--- config.mk ---
export PLATFORM = sky130hd
export DESIGN_NAME = msw_priv_guard
export DESIGN_NICKNAME = d
export VERILOG_FILES = /design/src/rtl/msw_guard_pkg.sv /design/src/rtl/msw_state_reg.sv /design/src/rtl/fault_judge.sv /design/src/rtl/fault_pulse_reg.sv /design/src/rtl/msw_priv_guard.sv
export SDC_FILE = /design/constraint.sdc
export NUM_CORES = 1
export LEC_CHECK = 0
export BUFFER_PORTS_ARGS = -buffer_cell sky130_fd_sc_hd__buf_2
export CAP_MARGIN = 20
export CORE_MARGIN = 2
export CORE_UTILIZATION = 32
export CTS_CLUSTER_SIZE = 40
export DETAILED_ROUTE_END_ITERATION = 6
export PLACE_DENSITY = 0.76
export RECOVER_POWER = 50
export SYNTH_ARGS = -nofsm -noshare
export SYNTH_HDL_FRONTEND = slang
export SYNTH_HIERARCHICAL = 1
export SYNTH_SLANG_ARGS = --single-unit
--- constraint.sdc ---
create_clock -name clk -period 1.5 [get_ports clk]
set_clock_uncertainty 0.05 [all_clocks]
set_input_delay 0.225 -clock clk [delete_from_list [all_inputs] [get_ports clk]]
set_output_delay 0.225 -clock clk [all_outputs]
set_load 0.05 [all_outputs]
--- src/rtl/msw_guard_pkg.sv ---
package msw_guard_pkg;

    localparam int DATA_W   = 16;
    localparam int MSW_W    = 4;
    localparam int PRIV_W   = 2;
    localparam int IOPL_LSB = 12;
    localparam int CODE_W   = 5;

    typedef struct packed {
        logic ts;
        logic em;
        logic mp;
        logic pe;
    } msw_t;

    typedef enum logic [CODE_W-1:0] {
        FC_NONE   = 5'd0,
        FC_NO_CPU = 5'd7,
        FC_GPROT  = 5'd13
    } fault_code_e;

    typedef struct packed {
        logic        hit;
        fault_code_e code;
    } verdict_t;

    // Larger number means less trusted.
    function automatic logic less_trusted(input logic [PRIV_W-1:0] cur,
                                          input logic [PRIV_W-1:0] limit);
        return cur > limit;
    endfunction

endpackage

--- src/rtl/msw_state_reg.sv ---
module msw_state_reg
    import msw_guard_pkg::*;
#(
    parameter int W = DATA_W
) (
    input  logic              clk,
    input  logic              rst,
    input  logic              load,
    input  logic [W-1:0]      load_data,
    input  logic              clr_ts,
    input  logic              flags_we,
    input  logic [W-1:0]      flags_wdata,
    output msw_t              msw,
    output logic [PRIV_W-1:0] iopl
);

    msw_t msw_q, msw_d;
    logic [PRIV_W-1:0] iopl_q;

    always_comb begin
        msw_d = msw_q;
        if (load) begin
            msw_d.pe = msw_q.pe | load_data[0];
            msw_d.mp = load_data[1];
            msw_d.em = load_data[2];
            msw_d.ts = load_data[3];
        end
        if (clr_ts) msw_d.ts = 1'b0;
    end

    always_ff @(posedge clk) begin
        if (rst) begin
            msw_q  <= '0;
            iopl_q <= '0;
        end else begin
            msw_q <= msw_d;
            if (flags_we) iopl_q <= flags_wdata[IOPL_LSB +: PRIV_W];
        end
    end

    assign msw  = msw_q;
    assign iopl = iopl_q;

endmodule

--- src/rtl/fault_judge.sv ---
module fault_judge
    import msw_guard_pkg::*;
(
    input  msw_t              msw,
    input  logic [PRIV_W-1:0] iopl,
    input  logic [PRIV_W-1:0] cur_priv,
    input  logic              esc,
    input  logic              wt,
    input  logic              io,
    output verdict_t          verdict
);

    logic cop_fault, io_fault;

    always_comb begin
        cop_fault = (esc && (msw.em || msw.ts)) || (wt && msw.mp && msw.ts);
        io_fault  = io && msw.pe && less_trusted(cur_priv, iopl);
        if (cop_fault)     verdict = '{hit: 1'b1, code: FC_NO_CPU};
        else if (io_fault) verdict = '{hit: 1'b1, code: FC_GPROT};
        else               verdict = '{hit: 1'b0, code: FC_NONE};
    end

endmodule

--- src/rtl/fault_pulse_reg.sv ---
module fault_pulse_reg
    import msw_guard_pkg::*;
(
    input  logic              clk,
    input  logic              rst,
    input  logic              valid,
    input  verdict_t          verdict,
    output logic              pulse,
    output logic [CODE_W-1:0] code
);

    verdict_t q;

    always_ff @(posedge clk) begin
        if (rst)        q <= '{hit: 1'b0, code: FC_NONE};
        else if (valid) q <= verdict;
        else            q <= '{hit: 1'b0, code: FC_NONE};
    end

    assign pulse = q.hit;
    assign code  = q.code;

endmodule

--- src/rtl/msw_priv_guard.sv ---
module msw_priv_guard
    import msw_guard_pkg::*;
(
    input  logic               clk,
    input  logic               rst,
    input  logic               msw_load,
    input  logic [DATA_W-1:0]  msw_load_data,
    input  logic               msw_store,
    output logic [DATA_W-1:0]  msw_rd_data,
    input  logic               clr_ts,
    input  logic               flags_we,
    input  logic [DATA_W-1:0]  flags_wdata,
    input  logic [PRIV_W-1:0]  cur_priv,
    input  logic               insn_valid,
    input  logic               insn_esc,
    input  logic               insn_wait,
    input  logic               insn_io,
    output logic               fault_pulse,
    output logic [CODE_W-1:0]  fault_code
);

    msw_t              status_word;
    logic [PRIV_W-1:0] iopl;
    verdict_t          verdict;
    logic [MSW_W-1:0]  rd_q;

    msw_state_reg #(.W(DATA_W)) u_state (
        .clk         (clk),
        .rst         (rst),
        .load        (msw_load),
        .load_data   (msw_load_data),
        .clr_ts      (clr_ts),
        .flags_we    (flags_we),
        .flags_wdata (flags_wdata),
        .msw         (status_word),
        .iopl        (iopl)
    );

    fault_judge u_judge (
        .msw      (status_word),
        .iopl     (iopl),
        .cur_priv (cur_priv),
        .esc      (insn_esc),
        .wt       (insn_wait),
        .io       (insn_io),
        .verdict  (verdict)
    );

    fault_pulse_reg u_pulse (
        .clk     (clk),
        .rst     (rst),
        .valid   (insn_valid),
        .verdict (verdict),
        .pulse   (fault_pulse),
        .code    (fault_code)
    );

    always_ff @(posedge clk) begin
        if (rst)            rd_q <= '0;
        else if (msw_store) rd_q <= status_word;
    end

    assign msw_rd_data = {{(DATA_W-MSW_W){1'b0}}, rd_q};

endmodule

==> reports/metrics.yaml <==
critPathArrivalTime_ns: 1.53
synthCells: 73
p_seq_share_pct: 49.2
total_power_uw: 915.0
start_util_pct: 33.39
synth_seq_cells: 16
path_class: "reg2reg"
final.min_clock_period_ns: 1.393
clk_path_buf_depth: 2
swShare_pct: 30.39
final_antenna_net_count: 0
cpPeakStageDelay_ns: 0.35
syn_area_per_cell_um2: 9.924
gr-total-overflow: 0
hp-class: "in2reg"
maxCapViolCount: 0
antennaDiodeCount: 0
antenna_found_initial: 0
placed_cells: 122
cts_max_level: 1
yosysSeqAreaShare_pct: 44.21
whs_ns: 0.05257
p_comb_share_pct: 19.9
cp.buffers_inverters: 1
clock_latency_ns: 0.28
r2r.worst_path.cells: 6
path_clk_slew_ns: 0.10
die_area_mm2: 0.002661
cp_slowest_cell: "dfxtp_2"
r2r_start: "u_state/iopl[1]$_SDFFE_PP0P_"
drt_iter0_drc: 1
use_met1_pct: 9.947
die_y_um: 51.58
crit_required_ns: 1.63
stdcell_count: 126
cp-start-kind: "flip-flop"
io_buffers: 27
finalHoldViolCount: 0
cts_tree: "built"
drt-total-wl_um: 1230
num-fill-cells: 236
final.period_utilization_pct: 92.89
cts_sinks: 16
setup_violations: 0
p_leak_uw: 0.0004683
ir_drop_mv: 0.3140
yosys_warnings: 6
ys_top_cells_by_count: "buf_4 (16), dfxtp_1 (16), nor2_1 (11)"
p_switching_uw: 278.0
fmax_ghz: 0.7177
hold_path_end: "u_state/msw[3]$_SDFFE_PP0P_"
final_util_pct: 39.79
grt_pass1_vias: 489
setup_tns_ns: 0
synthArstFlopShare_pct: 0
grt_pass1_wl_um: 1918
status: "complete, no violations"
cts_root_buffer: "clkbuf_4"
worstPathCellList: "inv_2 -> ha_4 -> nor2b_1 -> o2111ai_2 -> o21ai_2 -> and3b_1"
syn2layout_area_growth_pct: 19.17
clkPwrFrac_pct: 30.9
grt_start_max_net_pins: 17
powerDensity_mw_per_mm2: 1060
cts_setup_buffers: 0
via_per_inst: 4.087
reg2reg_slack_ns: 0.11
critical_path.top_delay_family: "flip-flops"
cts_buffers: 3
min-delay-start: "clr_ts"
grt_setup_unrepaired: "false"
use_met3_pct: 2.011
netlist-cell-type-count: 15
core_mm2: 0.002170
tightest_slew_ns: 0.5904
yosys.area.top_type: "dfxtp_1"
whs_path_depth: 2
grt.busiest_layer: "met2"
synthTopCellsByArea: "dfxtp_1 (44%), buf_4 (17%), mux2i_1 (12%)"
fp-row-count: 17
synth_top_area_share_pct: 44.21
finish.net_count: 145
ys.flop_type: "dfxtp_1"
grt_util_all_layers_pct: 9.763
netlist_area_um2: 724.4
gp_congestion: 0.5829
drt_pass1_iterations: 2
internal_power_uw: 637.0
vias: 515
ios: 66
route.detailed.drc: 0
use_met2_pct: 17.74
dieWidth_um: 51.58
cp-end-kind: "flip-flop"
wl_per_cell_um: 9.762
drive_gt1_share_pct: 36.73
relSlewSlack_pct: 60.81
synth_edf_count: 0
r2r-end: "u_pulse/pulse$_SDFF_PP0_"
dpl.hpwl_um: 1004
crit_fanout: 3
drv_slew: 0
cell usage in the layout, fill, tap and decap left out, drive strengths merged:
cell     instances
nor2            11
mux2i            9
a21oi            3
nor2b            1
buf             26
o21ai            1
dfxtp           16
and3b            6
ha               2
conb            13
clkbuf           5
o2111ai          1
inv              2
nor3             1
nand2            1
how the worst max path moves through the flow:
stage,from,to,cells past startpoint
after global placement,u_state/iopl[1]$_SDFFE_PP0P_,u_pulse/code[2]$_SDFF_PP0_,6
after floorplan,u_state/iopl[1]$_SDFFE_PP0P_,u_pulse/code[2]$_SDFF_PP0_,7
after global routing,u_state/iopl[1]$_SDFFE_PP0P_,u_pulse/code[2]$_SDFF_PP0_,6
final,u_state/iopl[1]$_SDFFE_PP0P_,u_pulse/pulse$_SDFF_PP0_,6
after CTS,u_state/iopl[1]$_SDFFE_PP0P_,u_pulse/pulse$_SDFF_PP0_,6
after detailed placement,u_state/iopl[1]$_SDFFE_PP0P_,u_pulse/pulse$_SDFF_PP0_,6
registers in the layout, summed over array words and instances (netlist names):
name           count
rd_q               4
u_pulse/pulse      1
u_pulse/code       5
u_state/iopl       2
u_state/msw        4
routing by layer:
layer / vias to the layer above / wire length [um]
li1: 260 / -
met1: 229 / 492
met2: 24 / 613
met3: 2 / 116
met4: 0 / 8
met5: - / 0
power by group through the flow:
stage,logic [uW],registers [uW],clock network (uW)
after global routing,196,452,309
after CTS,180,450,296
after global placement,174,459,0
final,182,450,283
after floorplan,141,484,0
after detailed placement,178,460,0
cell type report:
type	count	area [um2]	area share, %
Clock buffer	4	36.28	4.203
Inverter	2	7.507	0.8696
Multi-Input combinational cell	49	329.1	38.12
Sequential cell	16	321.6	37.25
Tap cell	28	35.03	4.058
Timing Repair Buffer	27	133.9	15.51
logic make-up after synthesis:
group | share of synthesized area [%]
compound gates | 4.834
fa+ha+maj | 3.454
buf+inv | 18.31
flops | 44.21
mux | 12.44
other cells | 1.037
simple gates | 15.72
through the flow:
stage	area [um2]	worst slack, ns
floorplan	765.7	0.03311
global placement	810.8	0.09292
detailed placement	810.8	0.01851
CTS	850.8	0.02026
global route	863.3	0.02084
finish	863.3	0.1067
what timing repair did:
action,4_1_cts,5_1_grt
gates cloned,0,0
hold buffers,0,0
endpoints found under the setup margin,1,4
pin swaps,0,1
gates resized for setup,1,3
Note: power is estimated with default switching activity, not from simulation.
